## src/rtl/txd_pkg.sv

```systemverilog
package txd_pkg;

  typedef enum logic [2:0] {
    ST_STOP  = 3'b000,
    ST_FETCH = 3'b001,
    ST_WAIT  = 3'b010,
    ST_DATA  = 3'b011,
    ST_SUSP  = 3'b110,
    ST_CLOSE = 3'b111
  } txd_state_e;

  typedef enum logic [1:0] {
    PH_REQ  = 2'd0,
    PH_RSP  = 2'd1,
    PH_PUSH = 2'd2
  } txd_phase_e;

  localparam int DESC_WORDS = 2;

endpackage

```

## src/rtl/txd_ring_ptr.sv

```systemverilog
module txd_ring_ptr #(
  parameter int ADDR_W     = 16,
  parameter int RING_DEPTH = 4
) (
  input  logic              clk,
  input  logic              rst_n,
  input  logic              clear,
  input  logic              advance,
  input  logic [ADDR_W-1:0] ring_base,
  output logic [ADDR_W-1:0] desc_addr
);
  localparam int IDX_W = (RING_DEPTH > 2) ? $clog2(RING_DEPTH) : 1;
  localparam logic [IDX_W-1:0] IDX_MAX = IDX_W'(RING_DEPTH - 1);

  logic [IDX_W-1:0] idx_q;

  always_ff @(posedge clk or negedge rst_n) begin
    if (!rst_n) begin
      idx_q <= '0;
    end else if (clear) begin
      idx_q <= '0;
    end else if (advance) begin
      idx_q <= (idx_q == IDX_MAX) ? '0 : idx_q + 1'b1;
    end
  end

  assign desc_addr = ring_base + ADDR_W'(idx_q) * ADDR_W'(txd_pkg::DESC_WORDS);

endmodule

```

## src/rtl/txd_beat_ctr.sv

```systemverilog
module txd_beat_ctr #(
  parameter int LEN_W = 8
) (
  input  logic             clk,
  input  logic             rst_n,
  input  logic             clear,
  input  logic             inc,
  input  logic [LEN_W-1:0] len,
  output logic [LEN_W-1:0] beat,
  output logic             is_last
);
  logic [LEN_W-1:0] beat_q;

  always_ff @(posedge clk or negedge rst_n) begin
    if (!rst_n) begin
      beat_q <= '0;
    end else if (clear) begin
      beat_q <= '0;
    end else if (inc) begin
      beat_q <= beat_q + 1'b1;
    end
  end

  assign beat    = beat_q;
  assign is_last = (beat_q == len - 1'b1);

endmodule

```

## src/rtl/txd_seq.sv

```systemverilog
module txd_seq #(
  parameter int ADDR_W     = 16,
  parameter int DATA_W     = 32,
  parameter int LEN_W      = 8,
  parameter int RING_DEPTH = 4
) (
  input  logic              clk,
  input  logic              rst_n,
  input  logic              cmd_start,
  input  logic              cmd_stop,
  input  logic              cmd_poll,
  input  logic [ADDR_W-1:0] ring_base,
  output logic              mem_req_valid,
  input  logic              mem_req_ready,
  output logic              mem_req_write,
  output logic [ADDR_W-1:0] mem_req_addr,
  output logic [DATA_W-1:0] mem_req_wdata,
  input  logic              mem_rsp_valid,
  input  logic [DATA_W-1:0] mem_rsp_data,
  output logic              fifo_valid,
  input  logic              fifo_ready,
  output logic [DATA_W-1:0] fifo_data,
  output logic              fifo_last,
  input  logic              mac_tx_done,
  output logic [2:0]        state_code,
  output logic              evt_tx_done,
  output logic              evt_buf_unavail,
  output logic              evt_stopped
);
  import txd_pkg::*;

  localparam int OWN_BIT = DATA_W - 1;

  txd_state_e        state_q;
  txd_phase_e        phase_q;
  logic              word_sel_q;
  logic [DATA_W-1:0] word0_q;
  logic [ADDR_W-1:0] buf_q;
  logic [DATA_W-1:0] data_q;
  logic              stop_pend_q;
  logic              evt_done_q, evt_unav_q, evt_stop_q;

  logic [ADDR_W-1:0] desc_addr;
  logic [LEN_W-1:0]  beat;
  logic              is_last;
  logic [LEN_W-1:0]  frame_len;
  logic              ptr_clear, ptr_adv, beat_clear, beat_inc;
  logic              close_acc, push_acc, word1_rsp;

  assign frame_len = word0_q[LEN_W-1:0];
  assign close_acc = (state_q == ST_CLOSE) && mem_req_ready;
  assign push_acc  = (state_q == ST_DATA) && (phase_q == PH_PUSH) && fifo_ready;
  assign word1_rsp = (state_q == ST_FETCH) && (phase_q == PH_RSP) && mem_rsp_valid && word_sel_q;

  assign ptr_clear  = (state_q == ST_STOP) && cmd_start;
  assign ptr_adv    = close_acc;
  assign beat_clear = word1_rsp;
  assign beat_inc   = push_acc && !is_last;

  txd_ring_ptr #(.ADDR_W(ADDR_W), .RING_DEPTH(RING_DEPTH)) u_ptr (
    .clk       (clk),
    .rst_n     (rst_n),
    .clear     (ptr_clear),
    .advance   (ptr_adv),
    .ring_base (ring_base),
    .desc_addr (desc_addr)
  );

  txd_beat_ctr #(.LEN_W(LEN_W)) u_beat (
    .clk     (clk),
    .rst_n   (rst_n),
    .clear   (beat_clear),
    .inc     (beat_inc),
    .len     (frame_len),
    .beat    (beat),
    .is_last (is_last)
  );

  // request and push ports
  always_comb begin
    mem_req_valid = 1'b0;
    mem_req_write = 1'b0;
    mem_req_addr  = desc_addr;
    mem_req_wdata = {1'b0, word0_q[DATA_W-2:0]};
    case (state_q)
      ST_FETCH: begin
        mem_req_valid = (phase_q == PH_REQ);
        mem_req_addr  = desc_addr + ADDR_W'(word_sel_q);
      end
      ST_DATA: begin
        mem_req_valid = (phase_q == PH_REQ);
        mem_req_addr  = buf_q + ADDR_W'(beat);
      end
      ST_CLOSE: begin
        mem_req_valid = 1'b1;
        mem_req_write = 1'b1;
      end
      default: ;
    endcase
  end

  assign fifo_valid = (state_q == ST_DATA) && (phase_q == PH_PUSH);
  assign fifo_data  = data_q;
  assign fifo_last  = is_last;

  always_ff @(posedge clk or negedge rst_n) begin
    if (!rst_n) begin
      state_q     <= ST_STOP;
      phase_q     <= PH_REQ;
      word_sel_q  <= 1'b0;
      word0_q     <= '0;
      buf_q       <= '0;
      data_q      <= '0;
      stop_pend_q <= 1'b0;
      evt_done_q  <= 1'b0;
      evt_unav_q  <= 1'b0;
      evt_stop_q  <= 1'b0;
    end else begin
      evt_done_q <= 1'b0;
      evt_unav_q <= 1'b0;
      evt_stop_q <= 1'b0;
      if (cmd_stop && state_q != ST_STOP) stop_pend_q <= 1'b1;
      case (state_q)
        ST_STOP: begin
          stop_pend_q <= 1'b0;
          if (cmd_start) begin
            state_q    <= ST_FETCH;
            phase_q    <= PH_REQ;
            word_sel_q <= 1'b0;
          end
        end
        ST_FETCH: begin
          case (phase_q)
            PH_REQ: if (mem_req_ready) phase_q <= PH_RSP;
            PH_RSP: if (mem_rsp_valid) begin
              if (!word_sel_q) begin
                word0_q <= mem_rsp_data;
                if (!mem_rsp_data[OWN_BIT]) begin
                  state_q    <= ST_SUSP;
                  evt_unav_q <= 1'b1;
                end else begin
                  word_sel_q <= 1'b1;
                  phase_q    <= PH_REQ;
                end
              end else begin
                buf_q   <= mem_rsp_data[ADDR_W-1:0];
                phase_q <= PH_REQ;
                state_q <= (frame_len == '0) ? ST_CLOSE : ST_DATA;
              end
            end
            default: phase_q <= PH_REQ;
          endcase
        end
        ST_DATA: begin
          case (phase_q)
            PH_REQ: if (mem_req_ready) phase_q <= PH_RSP;
            PH_RSP: if (mem_rsp_valid) begin
              data_q  <= mem_rsp_data;
              phase_q <= PH_PUSH;
            end
            default: if (fifo_ready) begin
              phase_q <= PH_REQ;
              if (is_last) state_q <= ST_WAIT;
            end
          endcase
        end
        ST_WAIT: begin
          if (mac_tx_done) begin
            state_q <= ST_CLOSE;
            phase_q <= PH_REQ;
          end
        end
        ST_CLOSE: begin
          if (mem_req_ready) begin
            evt_done_q <= 1'b1;
            if (stop_pend_q || cmd_stop) begin
              state_q    <= ST_STOP;
              evt_stop_q <= 1'b1;
            end else begin
              state_q    <= ST_FETCH;
              phase_q    <= PH_REQ;
              word_sel_q <= 1'b0;
            end
          end
        end
        ST_SUSP: begin
          if (stop_pend_q || cmd_stop) begin
            state_q    <= ST_STOP;
            evt_stop_q <= 1'b1;
          end else if (cmd_poll) begin
            state_q    <= ST_FETCH;
            phase_q    <= PH_REQ;
            word_sel_q <= 1'b0;
          end
        end
        default: state_q <= ST_STOP;
      endcase
    end
  end

  assign state_code      = state_q;
  assign evt_tx_done     = evt_done_q;
  assign evt_buf_unavail = evt_unav_q;
  assign evt_stopped     = evt_stop_q;

endmodule

```

## config.mk

```make
export PLATFORM = sky130hd
export DESIGN_NAME = txd_seq
export DESIGN_NICKNAME = d
export VERILOG_FILES = /design/src/rtl/txd_pkg.sv /design/src/rtl/txd_ring_ptr.sv /design/src/rtl/txd_beat_ctr.sv /design/src/rtl/txd_seq.sv
export SDC_FILE = /design/constraint.sdc
export NUM_CORES = 1
export LEC_CHECK = 0
export BUFFER_PORTS_ARGS = -buffer_cell sky130_fd_sc_hd__buf_2
export CAP_MARGIN = 10
export CORE_MARGIN = 5
export CORE_UTILIZATION = 50
export CTS_BUF_LIST = sky130_fd_sc_hd__clkbuf_16
export CTS_CLUSTER_SIZE = 28
export DETAILED_ROUTE_END_ITERATION = 8
export PLACE_DENSITY = 0.86
export SYNTH_ARGS = -nofsm -noshare
export SYNTH_HDL_FRONTEND = slang
export SYNTH_SLANG_ARGS = --single-unit
export TNS_END_PERCENT = 5
```

## constraint.sdc

```tcl
create_clock -name clk -period 3.7 [get_ports clk]
set_input_delay 0.555 -clock clk [delete_from_list [all_inputs] [get_ports clk]]
set_output_delay 0.555 -clock clk [all_outputs]
set_load 0.01 [all_outputs]
```

[After elaboration in Yosys (flattened, before gate mapping)]
Index checks and enable logic that the tools add are counted.
Operators by class
  add/sub/neg operators: 6
  eq/ne operators: 26
  multiplexer cells: 60
  bitwise operators: 1
  reduce and logical (&&, ||, !) cells: 28
Operators with widths (number)
  $mux 3: 13
  $pmux 16 s2: 1
  $mux 2: 15
  $mux 1: 22
  $ne 2x2->1 const B: 10
  $pmux 3 s6: 1
  $add 16x1->16: 1
  $add 16x3->16: 1
  $add 16x8->16: 1
  $mux 8: 2
  $ne 3x3->1 const B: 4
  $pmux 2 s6: 1
  $reduce_and 11->1: 1
  $reduce_and 10->1: 1
  $logic_and 1x1->1: 9
  $add 8x1->8 const B: 1
  $eq 8x8->1: 1
  $logic_not 8->1: 1
  $ne 4x4->1 const B: 2
  $pmux 2 s2: 2
  $reduce_and 4->1: 2
  $reduce_and 8->1: 1
  $sub 8x1->8 const B: 1
  $eq 3x2->1 const B: 2
  other kinds (19): 25
Word-level totals
  bits in registers: 99
  output and inout bits: 90
  logic and storage cells: 133

[Depth between registers and ports, before layout]
Gate-level depths: netlist (run 1).
  depth in word-level cells: 6
  mapped depth: 10
  mapped depth without buffers: 9

[Cells and area by module]
Synthesis (run 1) repeated with hierarchy kept, for this count alone.
Second synthesis, totals
  cell total of the unflattened synthesis: 511
  area, all modules: 5652.9 sq um
By module, submodules not included
  txd_seq: instances 1, cells an instance 393, area an instance 4626.9 sq um, seq. area each 2227.1 sq um
  txd_beat_ctr: instances 1, cells an instance 70, area an instance 633.1 sq um, seq. area each 200.2 sq um
  txd_ring_ptr: instances 1, cells an instance 48, area an instance 392.9 sq um, seq. area each 50.0 sq um

[Worst setup path before layout (run 1)]
OpenSTA, ideal clock, no wires.
  path type: input -> output
  start point: input port ring_base[1]
  end point: output port mem_req_addr[11]
  arrival time: 2.944 ns
  required time: 3.145 ns
  path slack: 0.201 ns
  stages: 10
  path buffers: 1
  cells stage by stage: ha_1 -> inv_1 -> fa_1 -> buf_2 -> or3b_1 -> nor4_1 -> a311oi_2 -> nor4_4 -> mux2_4 -> a221oi_2
On the way
  cells in the longest elaborated chain, start to end: 3
RTL lines
  start: declaration: line txd_seq.sv:12  | input logic [ADDR_W-1:0] ring_base,
  $add 16x3->16 *: line txd_ring_ptr.sv:27  | assign desc_addr = ring_base + ADDR_W'(idx_q) * ADDR_W'(txd_pkg::DESC_WORDS);
  $add 16x1->16: line txd_seq.sv:88  | mem_req_addr = desc_addr + ADDR_W'(word_sel_q);
  $pmux 16 s2 *: line txd_seq.sv:85  | case (state_q)
  end: declaration: line txd_seq.sv:16  | output logic [ADDR_W-1:0] mem_req_addr,
Every way passes the cells marked *; elsewhere a longest branch is shown, timed or not.

[Final worst setup path (run 1)]
  start point: register u_ptr.idx_q[0]
  end point: output port mem_req_addr[11]
On the way
  cells in the longest elaborated chain, start to end: 3
RTL lines
  start: declaration: line txd_ring_ptr.sv:15  | logic [IDX_W-1:0] idx_q;
  start signal: assignment: line txd_ring_ptr.sv:23  | idx_q <= (idx_q == IDX_MAX) ? '0 : idx_q + 1'b1;
  $add 16x3->16 *: line txd_ring_ptr.sv:27
  $add 16x1->16: line txd_seq.sv:88
  $pmux 16 s2 *: line txd_seq.sv:85
Marked as above.

==> impl_metrics.prom, run 1 <==
# TYPE chip_impl_metric gauge
chip_impl_metric{name="post-dp-hpwl",unit="mm"} 11.5
chip_impl_metric{name="p_leak",unit="nW"} 3.48
chip_impl_metric{name="multi_input_comb_area",unit="µm²"} 3290
chip_impl_metric{name="first_pass_grt_wire_length",unit="mm"} 26.1
chip_impl_metric{name="ctsHtreeMaxLevel",unit=""} 3
chip_impl_metric{name="cts_buffers",unit=""} 9
chip_impl_metric{name="clk_pin_slew_worst_paths",unit="ns"} 0.07
chip_impl_info{name="worst_reg2reg_startpoint",value="state_code[0]$_DFFE_PN0P_"} 1
chip_impl_metric{name="timing_hold_violations_final",unit=""} 0
chip_impl_info{name="unrepaired_setup_endpoints_after_global_routing",value="yes"} 1
chip_impl_metric{name="final.period_utilization",unit=""} 1.01
chip_impl_metric{name="crit_path_max_fanout",unit=""} 6
chip_impl_info{name="failed_checks",value="negative setup slack"} 1
chip_impl_metric{name="drt-initial-drc-count",unit=""} 428
chip_impl_metric{name="global_router_s_overall_resource_usage",unit=""} 0.220
chip_impl_metric{name="post_drt_wl_per_cell",unit="µm"} 17.3
chip_impl_metric{name="ys_seq_elements",unit=""} 99
chip_impl_metric{name="globalRouteOverflowTotal",unit=""} 0
chip_impl_metric{name="grt_max_degree",unit=""} 44
chip_impl_metric{name="wl",unit="mm"} 15.2
chip_impl_metric{name="placement_rows",unit=""} 39
chip_impl_metric{name="post-route-util",unit=""} 0.627
chip_impl_metric{name="cts_max_path_bufs",unit=""} 2
chip_impl_metric{name="drv_slew",unit=""} 0
chip_impl_metric{name="n_fill_cell",unit=""} 940
chip_impl_info{name="clock-root-buffer",value="sky130_fd_sc_hd__clkbuf_16"} 1
chip_impl_metric{name="io_buffers",unit=""} 145
chip_impl_info{name="crit_path_end_kind",value="output pin"} 1
chip_impl_metric{name="post_drt_via_cell_ratio",unit=""} 5.72
chip_impl_metric{name="post_dp_cell_area",unit="µm²"} 6830
chip_impl_metric{name="postSynthCellCount",unit=""} 581
chip_impl_metric{name="drtAntennaViolNets",unit=""} 0
chip_impl_info{name="holdCritPathClass",value="in2async"} 1
chip_impl_metric{name="post_route_cells_drive_above_1_share",unit=""} 0.354
chip_impl_metric{name="arrival",unit="ns"} 3.17
chip_impl_metric{name="detailedRoute.firstPassIterationCount",unit=""} 5
chip_impl_metric{name="ctsHoldBuffers",unit=""} 0
chip_impl_metric{name="finish.instance_area",unit="µm²"} 7190
chip_impl_info{name="crit_type",value="reg2out"} 1
chip_impl_metric{name="diodes",unit=""} 0
chip_impl_metric{name="powerDensity",unit="nW/µm²"} 761
chip_impl_metric{name="postSynthNetCount",unit=""} 656
chip_impl_metric{name="clock-skew-final",unit="ns"} 0.00780
chip_impl_metric{name="synth_edf_count",unit=""} 0
chip_impl_metric{name="die-area",unit="µm²"} 14000
chip_impl_metric{name="finalHoldWorstSlack",unit="ns"} 0.200
chip_impl_metric{name="route.detailed.drc",unit=""} 0
chip_impl_metric{name="seq_total_area_yosys",unit=""} 0.422
chip_impl_metric{name="ys.warnings.count",unit=""} 0
chip_impl_info{name="run_status",value="complete, but fails checks"} 1
chip_impl_metric{name="number_of_distinct_library_cell_variants_in_the_gate_level_netlist_after_synthesis",unit=""} 77
chip_impl_metric{name="setup_tns",unit="ns"} -0.0410
chip_impl_info{name="worstSetupStartpointType",value="flip-flop"} 1
chip_impl_metric{name="areaGrowthSynthToFinish",unit="%"} 22.5
chip_impl_metric{name="synth_area",unit="µm²"} 5870
chip_impl_metric{name="clock_insertion_delay_worst_skew",unit="ns"} 0.34
chip_impl_metric{name="vdd.ir_drop.worst",unit="mV"} 0.495
chip_impl_metric{name="setup_violations",unit=""} 2
chip_impl_metric{name="timing.final.ws_setup",unit="ns"} -0.0280
chip_impl_metric{name="initial_core_util",unit=""} 0.512
chip_impl_metric{name="dieWidth",unit="µm"} 118
chip_impl_metric{name="worst-slew-pin-transition",unit="ns"} 0.954
chip_impl_metric{name="core_area",unit="µm²"} 11500
chip_impl_info{name="setup.worst_path.start",value="u_ptr.idx_q[0]$_DFFE_PN0P_"} 1
chip_impl_metric{name="worst_ep_required_time",unit="ns"} 3.14
chip_impl_metric{name="detailroute.via_count",unit=""} 5019
chip_impl_metric{name="maxSlewHeadroom",unit=""} 0.362
chip_impl_metric{name="drv_cap",unit=""} 0
chip_impl_metric{name="async_sr_flop_fraction",unit=""} 1.00
chip_impl_metric{name="routabilityCongestion",unit=""} 0.910
chip_impl_metric{name="final-seq-area",unit="µm²"} 2480
chip_impl_metric{name="antenna_violations_before_repair",unit=""} 0
chip_impl_metric{name="numClockSinks",unit=""} 99
chip_impl_metric{name="design.portCount",unit=""} 147
chip_impl_info{name="synth_ff_type",value="sky130_fd_sc_hd__dfrtp_1"} 1
chip_impl_metric{name="floorplan_die_height",unit="µm"} 118
chip_impl_metric{name="final_critical_path_required_period",unit="ns"} 3.73
chip_impl_metric{name="post_synth.cell_area_avg",unit="µm²"} 10.1
chip_impl_metric{name="fin_total_pwr",unit="mW"} 5.47
chip_impl_metric{name="layout.nets",unit=""} 807
chip_impl_info{name="tritoncts",value="done"} 1
chip_impl_metric{name="vias_in_the_first_global_route",unit=""} 5342
chip_impl_metric{name="max_freq",unit="MHz"} 268
[critical path: stages (launching register included)]
cell and delay, ns:
sky130_fd_sc_hd__dfrtp_1 0.35, sky130_fd_sc_hd__ha_2 0.19, sky130_fd_sc_hd__inv_1 0.06, sky130_fd_sc_hd__fa_2 0.41
sky130_fd_sc_hd__or3b_1 0.46, sky130_fd_sc_hd__nor4_4 0.22, sky130_fd_sc_hd__a311oi_4 0.09, sky130_fd_sc_hd__nor4_4 0.24
sky130_fd_sc_hd__mux2_4 0.34, sky130_fd_sc_hd__a221oi_2 0.29, sky130_fd_sc_hd__buf_2 0.18
[layout by cell type (no fill, tap or decap), drive strengths merged, types with 4 or more instances in the layout]
cell type,synthesis,final
nand4,10,10
nand3,14,14
mux2i,7,7
nand2b,6,6
a21o,7,7
xor2,10,10
nor3b,5,5
clkbuf,19,9
inv,20,20
ha,16,16
nor2,27,27
clkinv,0,4
a221oi,4,4
o211a,4,4
a21oi,26,26
nor3,13,13
dfrtp,99,99
o21ai,20,20
or4,7,7
o21bai,4,4
xnor2,23,23
nand2,83,83
buf,10,169
or3,4,4
a31oi,5,5
mux2,64,64
nor4,12,12
o31ai,5,5
[repair_timing]
item	in CTS	in global routing
buffers inserted	3	1
resized for setup	12	2
pin swaps	5	3
setup endpoints to repair	7	7
[power breakdown]
part           internal, mW  switching, mW
Combinational          1.22           1.45
Clock                 0.446          0.388
Sequential             1.56          0.406
[synthesized netlist by cell type (10+ instances only)]
cell / n / area share
sky130_fd_sc_hd__o21ai_0: 15 / 0.013
sky130_fd_sc_hd__nor3_1: 13 / 0.011
sky130_fd_sc_hd__xnor2_1: 23 / 0.034
sky130_fd_sc_hd__nor2_1: 27 / 0.017
sky130_fd_sc_hd__ha_1: 16 / 0.034
sky130_fd_sc_hd__nand4_1: 10 / 0.011
sky130_fd_sc_hd__nand2_1: 82 / 0.052
sky130_fd_sc_hd__mux2_2: 48 / 0.092
sky130_fd_sc_hd__dfrtp_1: 99 / 0.42
sky130_fd_sc_hd__xor2_1: 10 / 0.015
sky130_fd_sc_hd__nand3_1: 13 / 0.011
sky130_fd_sc_hd__mux2_1: 15 / 0.029
sky130_fd_sc_hd__clkbuf_1: 18 / 0.012
sky130_fd_sc_hd__inv_1: 18 / 0.012
sky130_fd_sc_hd__a21oi_1: 26 / 0.022
[kinds of logic after synthesis]
group,share of synthesized area
and+or+nand+nor,0.187
AOI/OAI and AO/OA,0.129
adders and majority gates,0.0409
xor gates and xnor gates,0.0493
buffers and inverters,0.0345
muxes,0.135
DFF,0.422
other,0.000639
[through the flow]
stage,worst slack [ns],std cells
final,-0.0280,878
after global routing,-0.172,878
after CTS,-0.0169,877
after detailed placement,-0.185,861
after global placement,-0.0325,861
after floorplan,0.201,581
[cell type report]
| cell class | instances | area share |
|---|---|---|
| Tap cell | 143 | 0.0249 |
| Sequential cell | 99 | 0.345 |
| Inverter | 20 | 0.0104 |
| Clock buffer | 9 | 0.0313 |
| Multi-Input combinational cell | 433 | 0.458 |
| Timing Repair Buffer | 169 | 0.126 |
| Clock inverter | 5 | 0.00453 |
[flip-flops by register name, indices dropped and copies added, names as in the netlist]
name,count
fifo_data,32
word0_q,31
buf_q,16
u_beat.beat,8
state_code,3
phase_q,2
u_ptr.idx_q,2
evt_buf_unavail,1
evt_stopped,1
evt_tx_done,1
stop_pend_q,1
word_sel_q,1
[final timing paths]
path | slack, ns | end | cells after the start
worst min-delay path | 0.20 | fifo_data[4]$_DFFE_PN0P_ | 1
worst max-delay path | -0.03 | mem_req_addr[11] | 10
max in group asynchronous | 2.71 | fifo_data[19]$_DFFE_PN0P_ | 2
worst max register to register | 0.96 | u_beat.beat[4]$_DFFE_PN0P_ | 7
min in group clk | 0.44 | buf_q[6]$_DFFE_PN0P_ | 3
worst min register to register | 0.48 | word0_q[26]$_DFFE_PN0P_ | 1
[metal layers]
layer	track usage	wire (µm)	up-vias
li1	-	-	2396
met1	0.292	6770	2402
met3	0.0621	1070	27
met2	0.349	7060	194
met5	0	0	-
met4	0.0738	261	0
Note: power is estimated with default switching activity, not from simulation.
==> inputs of run 2 (changes only) <==
RECOVER_POWER = 50   (was default)
==> run 2 against run 1 <==
Against the previous run: cell count unchanged; first-iteration DRC count up 3.0%; combinational power down 2%; clock skew up 0.0016 ns; flip-flop and latch count unchanged; die area unchanged; the run ends with max-capacitance violations, max-slew violations, negative setup slack left; largest power group unchanged; clock power about the same; count of clock-buffer cells in the layout unchanged; sequential power about the same; wire length down 0.23%; register-to-register slack about the same; global-route usage unchanged.
==> impl_metrics.prom, run 2 (synthesis gave the netlist of run 1 again) <==
# TYPE chip_impl_metric gauge
chip_impl_info{name="run_status",value="complete, but fails checks"} 1
chip_impl_info{name="failed_checks",value="max-capacitance violations, max-slew violations, negative setup slack"} 1
chip_impl_metric{name="design.portCount",unit=""} 147
chip_impl_metric{name="numClockSinks",unit=""} 99
chip_impl_metric{name="final_critical_path_required_period",unit="ns"} 3.73
chip_impl_metric{name="drt-initial-drc-count",unit=""} 441
chip_impl_metric{name="p_leak",unit="nW"} 3.34
chip_impl_metric{name="worst-slew-pin-transition",unit="ns"} 2.28
chip_impl_metric{name="cts_max_path_bufs",unit=""} 2
chip_impl_metric{name="placement_rows",unit=""} 39
chip_impl_info{name="crit_path_end_kind",value="output pin"} 1
chip_impl_metric{name="post-dp-hpwl",unit="mm"} 11.5
chip_impl_info{name="crit_type",value="reg2out"} 1
chip_impl_info{name="unrepaired_setup_endpoints_after_global_routing",value="yes"} 1
chip_impl_info{name="clock-root-buffer",value="sky130_fd_sc_hd__clkbuf_16"} 1
chip_impl_metric{name="drv_cap",unit=""} 1
chip_impl_metric{name="routed-wl-met2",unit="mm"} 7.05
chip_impl_info{name="tritoncts",value="done"} 1
chip_impl_metric{name="crit_path_max_incr_delay",unit="ns"} 0.46
chip_impl_metric{name="final.period_utilization",unit=""} 1.01
chip_impl_metric{name="global_router_s_overall_resource_usage",unit=""} 0.220
chip_impl_metric{name="layout.nets",unit=""} 807
chip_impl_metric{name="post_drt_via_cell_ratio",unit=""} 5.76
chip_impl_metric{name="route.detailed.drc",unit=""} 0
chip_impl_metric{name="final_cell_count_no_fill",unit=""} 878
chip_impl_info{name="final_cell_mix",value="sky130_fd_sc_hd__buf_2 (103), sky130_fd_sc_hd__dfrtp_1 (99), sky130_fd_sc_hd__nand2_1 (82)"} 1
chip_impl_metric{name="diodes",unit=""} 0
chip_impl_metric{name="vdd.ir_drop.worst",unit="mV"} 0.495
chip_impl_info{name="cell_mode_on_critical_path",value="sky130_fd_sc_hd__nor4_4"} 1
chip_impl_info{name="worstSetupStartpointType",value="flip-flop"} 1
chip_impl_metric{name="post_dp_cell_area",unit="µm²"} 6830
chip_impl_metric{name="die-area",unit="µm²"} 14000
chip_impl_metric{name="cts_buffers",unit=""} 9
chip_impl_metric{name="antenna_violations_before_repair",unit=""} 0
chip_impl_info{name="commonest_non_fill_non_tap_cell_in_the_layout",value="sky130_fd_sc_hd__buf_2"} 1
chip_impl_metric{name="clock-skew-final",unit="ns"} 0.00939
chip_impl_metric{name="maxSlewHeadroom",unit=""} -0.522
chip_impl_metric{name="io_buffers",unit=""} 145
chip_impl_metric{name="initial_core_util",unit=""} 0.512
chip_impl_metric{name="timing.final.ws_setup",unit="ns"} -0.0294
chip_impl_metric{name="setup_violations",unit=""} 2
chip_impl_metric{name="multi_input_comb_area",unit="µm²"} 3290
chip_impl_metric{name="worst_ep_required_time",unit="ns"} 3.14
chip_impl_metric{name="areaGrowthSynthToFinish",unit="%"} 21.5
chip_impl_metric{name="fin_total_pwr",unit="mW"} 5.41
chip_impl_metric{name="detailedRoute.firstPassIterationCount",unit=""} 5
chip_impl_metric{name="arrival",unit="ns"} 3.17
chip_impl_info{name="cp_cell_sequence",value="ha_2 -> inv_1 -> fa_2 -> or3b_1 -> nor4_4 -> a311oi_4 -> nor4_4 -> mux2_4 -> a221oi_2 -> buf_2"} 1
chip_impl_metric{name="ctsHoldBuffers",unit=""} 0
chip_impl_metric{name="wl_met1",unit="mm"} 6.71
chip_impl_metric{name="first_pass_grt_wire_length",unit="mm"} 26.1
chip_impl_metric{name="globalRouteOverflowTotal",unit=""} 0
chip_impl_metric{name="max_freq",unit="MHz"} 268
chip_impl_metric{name="wl",unit="mm"} 15.1
chip_impl_metric{name="drtAntennaViolNets",unit=""} 0
chip_impl_metric{name="powerDensity",unit="nW/µm²"} 759
chip_impl_metric{name="clock_insertion_delay_worst_skew",unit="ns"} 0.34
chip_impl_metric{name="clk_pin_slew_worst_paths",unit="ns"} 0.07
chip_impl_metric{name="vias_in_the_first_global_route",unit=""} 5342
chip_impl_metric{name="ctsHtreeMaxLevel",unit=""} 3
chip_impl_metric{name="finish.instance_area",unit="µm²"} 7130
chip_impl_metric{name="crit_path_max_fanout",unit=""} 6
chip_impl_metric{name="n_fill_cell",unit=""} 962
chip_impl_metric{name="post_drt_wl_per_cell",unit="µm"} 17.2
chip_impl_metric{name="core_area",unit="µm²"} 11500
chip_impl_info{name="critPathSlowestCell",value="sky130_fd_sc_hd__or3b_1"} 1
chip_impl_info{name="holdCritPathClass",value="in2reg"} 1
chip_impl_metric{name="grt_max_degree",unit=""} 44
chip_impl_metric{name="placed_cells",unit=""} 861
chip_impl_metric{name="drv_slew",unit=""} 44
chip_impl_metric{name="largest_reg_flops",unit=""} 32
chip_impl_metric{name="detailroute.via_count",unit=""} 5055
chip_impl_metric{name="post_route_cells_drive_above_1_share",unit=""} 0.297
chip_impl_metric{name="route.met3.wl",unit="mm"} 1.11
chip_impl_metric{name="dieWidth",unit="µm"} 118
chip_impl_metric{name="floorplan_die_height",unit="µm"} 118
chip_impl_metric{name="routabilityCongestion",unit=""} 0.910
chip_impl_info{name="top_layer_used",value="met4"} 1
chip_impl_metric{name="final-seq-area",unit="µm²"} 2480
chip_impl_metric{name="timing_hold_violations_final",unit=""} 0
-- run 2: area by class of cell --
type                            instances  share of cell area
Clock buffer                            9              0.0316
Clock inverter                          5             0.00457
Inverter                               20              0.0105
Multi-Input combinational cell        433               0.461
Sequential cell                        99               0.348
Tap cell                              143              0.0251
Timing Repair Buffer                  169               0.119
-- run 2: path summary, 6_finish.rpt --
| check | start | to | slack, ns | cells past startpoint |
|---|---|---|---|---|
| hold reg to reg | word0_q[26]$_DFFE_PN0P_ | word0_q[26]$_DFFE_PN0P_ | 0.49 | 1 |
| hold / removal | mem_rsp_data[6] | buf_q[6]$_DFFE_PN0P_ | 0.44 | 3 |
| max in group asynchronous | rst_n | fifo_data[19]$_DFFE_PN0P_ | 1.10 | 2 |
| setup reg to reg | state_code[0]$_DFFE_PN0P_ | u_beat.beat[4]$_DFFE_PN0P_ | 0.97 | 7 |
| setup / recovery | u_ptr.idx_q[0]$_DFFE_PN0P_ | mem_req_addr[11] | -0.03 | 10 |
| min in group asynchronous | rst_n | fifo_data[4]$_DFFE_PN0P_ | 0.90 | 1 |
-- run 2: stage by stage --
step                setup TNS, ns  utilization  hold WS (ns)  setup slack, ns
floorplan                       0            -         0.259            0.201
global placement          -0.0325        0.595         0.463          -0.0325
detailed placement         -0.330        0.595         0.473           -0.185
CTS                       -0.0169        0.625         0.217          -0.0169
global route               -0.687        0.621         0.438           -0.172
finish                    -0.0417        0.621         0.438          -0.0294
-- run 2: layer usage --
layer	vias to the layer above	global-route usage
met5	-	0
met4	0	0.0738
met3	25	0.0621
met2	209	0.349
met1	2424	0.292
li1	2397	-
-- run 2: worst max-delay path: cells and delay by family, from the launching register on --
family	cells	cell delay [ns]
AO/OA/AOI/OAI	2	0.38
multiplexers	1	0.34
flip-flops	1	0.36
adder cells (fa/ha/maj)	2	0.60
AND/OR/NAND/NOR	3	0.92
buffers and inverters	2	0.24
-- run 2: where the power goes --
part / internal [mW] / switching, mW / leakage [nW]
combinational: 1.16 / 1.45 / 1.95
clock: 0.446 / 0.388 / 0.122
sequential: 1.56 / 0.411 / 1.26
-- run 2: timing repair --
action                                 CTS  global route
endpoints found under the hold margin    0             0
setup endpoints to repair                7             7
buffers inserted                         3             1
pin swaps                                5             3
gates resized for setup                 12             2
==> inputs of run 3 (changes only) <==
ABC_AREA = 1   (was default)
ABC_CLOCK_PERIOD_IN_PS = 3700   (was default)
PLACE_DENSITY = 0.85   (was 0.86)
==> run 3 against run 2 <==
Against the previous run: the run ends with max-capacitance violations, max-slew violations left; highest routed layer unchanged; flip-flop and latch count unchanged; cell count up 27%; synthesized cell count is 42% higher; setup slack improved by 0.32 ns; maximum frequency rose by 9.3%.
==> impl_metrics.prom, run 3 <==
# TYPE chip_impl_metric gauge
chip_impl_metric{name="setup_violations",unit=""} 0
chip_impl_metric{name="detailedRoute.firstPassIterationCount",unit=""} 7
chip_impl_metric{name="power.sequential.fraction",unit=""} 0.367
chip_impl_metric{name="cell_internal_pwr",unit="mW"} 2.89
chip_impl_metric{name="groute.layer.met2.usage",unit=""} 0.357
chip_impl_info{name="worstSetupStartpointType",value="flip-flop"} 1
chip_impl_metric{name="drv_slew",unit=""} 100
chip_impl_metric{name="timing_hold_violations_final",unit=""} 0
chip_impl_metric{name="crit_path_max_fanout",unit=""} 5
chip_impl_info{name="top_usage_layer",value="met2"} 1
chip_impl_metric{name="antenna_violations_before_repair",unit=""} 1
chip_impl_info{name="tritoncts",value="done"} 1
chip_impl_metric{name="worst_ep_required_time",unit="ns"} 3.14
chip_impl_metric{name="largest_reg_flops",unit=""} 32
chip_impl_metric{name="route.detailed.drc",unit=""} 0
chip_impl_info{name="clock-root-buffer",value="sky130_fd_sc_hd__clkbuf_16"} 1
chip_impl_metric{name="vias_in_the_first_global_route",unit=""} 5432
chip_impl_metric{name="synth_area",unit="µm²"} 6120
chip_impl_info{name="crit_type",value="reg2out"} 1
chip_impl_metric{name="async_sr_flop_fraction",unit=""} 1.00
chip_impl_metric{name="drt-initial-drc-count",unit=""} 468
chip_impl_metric{name="ctsHoldBuffers",unit=""} 0
chip_impl_metric{name="combinationalPowerShare",unit=""} 0.453
chip_impl_metric{name="post_synth.cell_area_avg",unit="µm²"} 7.41
chip_impl_metric{name="grtUsageMet1",unit=""} 0.303
chip_impl_info{name="synth_ff_type",value="sky130_fd_sc_hd__dfrtp_1"} 1
chip_impl_metric{name="global_router_s_overall_resource_usage",unit=""} 0.224
chip_impl_metric{name="cts_max_path_bufs",unit=""} 2
chip_impl_metric{name="areaGrowthSynthToFinish",unit="%"} 17.1
chip_impl_metric{name="drtAntennaViolNets",unit=""} 0
chip_impl_info{name="synthTopCellsByCount",value="sky130_fd_sc_hd__nand2_1 (232), sky130_fd_sc_hd__inv_1 (100), sky130_fd_sc_hd__dfrtp_1 (99)"} 1
chip_impl_metric{name="p_clk_frac",unit=""} 0.180
chip_impl_metric{name="io_buffers",unit=""} 145
chip_impl_metric{name="globalRouteOverflowTotal",unit=""} 0
chip_impl_metric{name="netlist.area_leader.share",unit=""} 0.405
chip_impl_metric{name="ctsHtreeMaxLevel",unit=""} 3
chip_impl_info{name="unrepaired_setup_endpoints_after_global_routing",value="no"} 1
chip_impl_metric{name="post-cts-setup-buffers",unit=""} 0
chip_impl_metric{name="grt_max_degree",unit=""} 100
chip_impl_metric{name="floorplan_die_height",unit="µm"} 121
chip_impl_metric{name="postSynthNetCount",unit=""} 900
chip_impl_info{name="failed_checks",value="max-capacitance violations, max-slew violations"} 1
chip_impl_metric{name="routabilityCongestion",unit=""} 0.968
chip_impl_metric{name="synth_edf_count",unit=""} 0
chip_impl_info{name="synth_top_cells_by_area",value="sky130_fd_sc_hd__dfrtp_1 (40%), sky130_fd_sc_hd__nand2_1 (14%), sky130_fd_sc_hd__inv_1 (6.1%)"} 1
chip_impl_metric{name="seq_total_area_yosys",unit=""} 0.405
chip_impl_metric{name="number_of_distinct_library_cell_variants_in_the_gate_level_netlist_after_synthesis",unit=""} 45
chip_impl_metric{name="final_critical_path_required_period",unit="ns"} 3.41
chip_impl_metric{name="placement_rows",unit=""} 40
chip_impl_info{name="crit_path_end_kind",value="output pin"} 1
chip_impl_metric{name="detailroute.via_count",unit=""} 5933
chip_impl_metric{name="initial_core_util",unit=""} 0.509
chip_impl_metric{name="p_leak",unit="nW"} 3.81
chip_impl_metric{name="post_route_cells_drive_above_1_share",unit=""} 0.183
chip_impl_metric{name="ys.warnings.count",unit=""} 0
chip_impl_metric{name="max_freq",unit="MHz"} 293
chip_impl_metric{name="postSynthCellCount",unit=""} 825
chip_impl_metric{name="post-place-ws",unit="ns"} 0.558
chip_impl_metric{name="clk_pin_slew_worst_paths",unit="ns"} 0.07
chip_impl_info{name="run_status",value="complete, but fails checks"} 1
chip_impl_metric{name="finish.instance_area",unit="µm²"} 7170
chip_impl_metric{name="clock-skew-final",unit="ns"} 0.0124
chip_impl_metric{name="vdd.ir_drop.worst",unit="mV"} 0.410
chip_impl_metric{name="drv_cap",unit=""} 1
chip_impl_metric{name="wl",unit="mm"} 16.0
chip_impl_metric{name="post-dp-hpwl",unit="mm"} 12.4
chip_impl_metric{name="post_dp_cell_area",unit="µm²"} 6950
chip_impl_metric{name="setup_tns",unit="ns"} 0
chip_impl_metric{name="final.period_utilization",unit=""} 0.923
chip_impl_metric{name="die-area",unit="µm²"} 14500
chip_impl_metric{name="n_fill_cell",unit=""} 1118
chip_impl_metric{name="first_pass_grt_wire_length",unit="mm"} 26.4
chip_impl_info{name="synth.largest_area_cell",value="sky130_fd_sc_hd__dfrtp_1"} 1
chip_impl_metric{name="clock_insertion_delay_worst_skew",unit="ns"} 0.34
chip_impl_metric{name="design.portCount",unit=""} 147
chip_impl_metric{name="worst-slew-pin-transition",unit="ns"} 2.42
chip_impl_metric{name="cts_repair_resize_count",unit=""} 0
chip_impl_metric{name="maxSlewHeadroom",unit=""} -0.612
chip_impl_metric{name="layout.nets",unit=""} 1038
chip_impl_metric{name="grtUsageMet3",unit=""} 0.0603
chip_impl_metric{name="numClockSinks",unit=""} 99
chip_impl_info{name="holdCritPathClass",value="in2reg"} 1
chip_impl_metric{name="post_drt_via_cell_ratio",unit=""} 5.33
chip_impl_metric{name="cts_buffers",unit=""} 9
chip_impl_metric{name="ys_seq_elements",unit=""} 99
chip_impl_info{name="final_cell_mix",value="sky130_fd_sc_hd__nand2_1 (232), sky130_fd_sc_hd__buf_2 (102), sky130_fd_sc_hd__inv_1 (100)"} 1
chip_impl_metric{name="dieWidth",unit="µm"} 121
chip_impl_metric{name="switching_share",unit=""} 0.436
chip_impl_info{name="commonest_non_fill_non_tap_cell_in_the_layout",value="sky130_fd_sc_hd__nand2_1"} 1
chip_impl_metric{name="core_area",unit="µm²"} 12000
chip_impl_metric{name="post-route-util",unit=""} 0.597
chip_impl_info{name="yosysMostFrequentCell",value="sky130_fd_sc_hd__nand2_1"} 1
chip_impl_metric{name="timing.final.ws_setup",unit="ns"} 0.287
chip_impl_metric{name="post_drt_wl_per_cell",unit="µm"} 14.4
chip_impl_metric{name="arrival",unit="ns"} 2.86
chip_impl_metric{name="power.net_switching",unit="mW"} 2.23
chip_impl_metric{name="powerDensity",unit="nW/µm²"} 715
-- run 3: cell count changes in the layout (fill, tap and decap cells not counted), moves of 10 or more --
| cell | before | now |
|---|---|---|
| sky130_fd_sc_hd__a21oi_1 | 26 | 15 |
| sky130_fd_sc_hd__buf_4 | 22 | 4 |
| sky130_fd_sc_hd__inv_1 | 18 | 100 |
| sky130_fd_sc_hd__mux2_1 | 15 | 0 |
| sky130_fd_sc_hd__mux2_2 | 48 | 1 |
| sky130_fd_sc_hd__nand2_1 | 82 | 232 |
| sky130_fd_sc_hd__nand3_1 | 13 | 63 |
| sky130_fd_sc_hd__nand3_2 | 0 | 10 |
| sky130_fd_sc_hd__nor2_1 | 26 | 63 |
| sky130_fd_sc_hd__o21ai_0 | 15 | 53 |
| sky130_fd_sc_hd__o21ai_1 | 5 | 47 |
| sky130_fd_sc_hd__xnor2_1 | 22 | 3 |
-- run 3: layer usage --
layer  part of all wire  wire length (µm)
met5                  0                 0
met4              0.016               257
met2               0.46              7400
met3              0.084              1350
met1               0.44              7010
-- run 3: layout make-up --
cell class	instances	area, µm²	area share
antenna	1	2.50	0.000349
clock buffer	9	225	0.0314
clock inverter	5	62.6	0.00873
inverter	108	405	0.0566
multi-input combinational	595	3100	0.432
sequential	99	2480	0.346
tap	147	184	0.0257
timing repair buffer	150	711	0.0992
-- run 3: logic make-up after synthesis --
kind of cell | count (synthesis) | share of synthesized area
AND/OR/NAND/NOR | 423 | 0.321
AO/OA/AOI/OAI | 142 | 0.130
buffers and inverters | 131 | 0.0882
flip-flops | 99 | 0.405
adder cells (fa/ha/maj) | 18 | 0.0393
XOR/XNOR | 10 | 0.0143
other | 1 | 0.000613
multiplexers | 1 | 0.00184
-- run 3: path summary, 6_finish.rpt --
check,slack [ns],from,to,depth (start not counted)
worst min-delay path,0.46,mem_rsp_data[28],word0_q[28]$_DFFE_PN0P_,3
worst min register to register,0.49,fifo_data[29]$_DFFE_PN0P_,fifo_data[29]$_DFFE_PN0P_,2
max in group asynchronous,1.23,rst_n,fifo_data[14]$_DFFE_PN0P_,2
min in group asynchronous,1.04,rst_n,word0_q[11]$_DFFE_PN0P_,2
worst max register to register,1.48,state_code[0]$_DFFE_PN0P_,u_beat.beat[0]$_DFFE_PN0P_,8
worst max-delay path,0.29,u_beat.beat[0]$_DFFE_PN0P_,mem_req_addr[12],13
-- run 3: power groups by stage --
| stage | combinational (mW) | clock [mW] | sequential, mW |
|---|---|---|---|
| 2_1_floorplan | 1.42 | 0 | 1.95 |
| 3_3_place_gp | 2.32 | 0 | 1.86 |
| 3_5_place_dp | 2.38 | 0 | 1.87 |
| 4_1_cts | 2.39 | 0.942 | 1.87 |
| 5_1_grt | 2.63 | 0.990 | 1.94 |
| 6_report | 2.32 | 0.924 | 1.88 |
-- run 3: worst max-delay path: stages (launching register included) --
cell                       delay, ns
sky130_fd_sc_hd__dfrtp_1        0.44
sky130_fd_sc_hd__ha_1           0.21
sky130_fd_sc_hd__inv_1          0.06
sky130_fd_sc_hd__fa_1           0.40
sky130_fd_sc_hd__inv_1          0.07
sky130_fd_sc_hd__nand2_1        0.04
sky130_fd_sc_hd__nand2_1        0.06
sky130_fd_sc_hd__o21ai_0        0.16
sky130_fd_sc_hd__o21ai_0        0.41
sky130_fd_sc_hd__nand2_1        0.14
sky130_fd_sc_hd__o21bai_1       0.16
sky130_fd_sc_hd__o211ai_1       0.14
sky130_fd_sc_hd__nand2_1        0.10
sky130_fd_sc_hd__buf_2          0.13
-- run 3: through the flow --
step	std cells	hold WS (ns)	total power, mW
after floorplan	825	0.259	3.37
after global placement	1099	0.461	4.17
after detailed placement	1099	0.473	4.25
after CTS	1113	0.292	5.20
after global routing	1114	0.467	5.56
final	1114	0.461	5.13
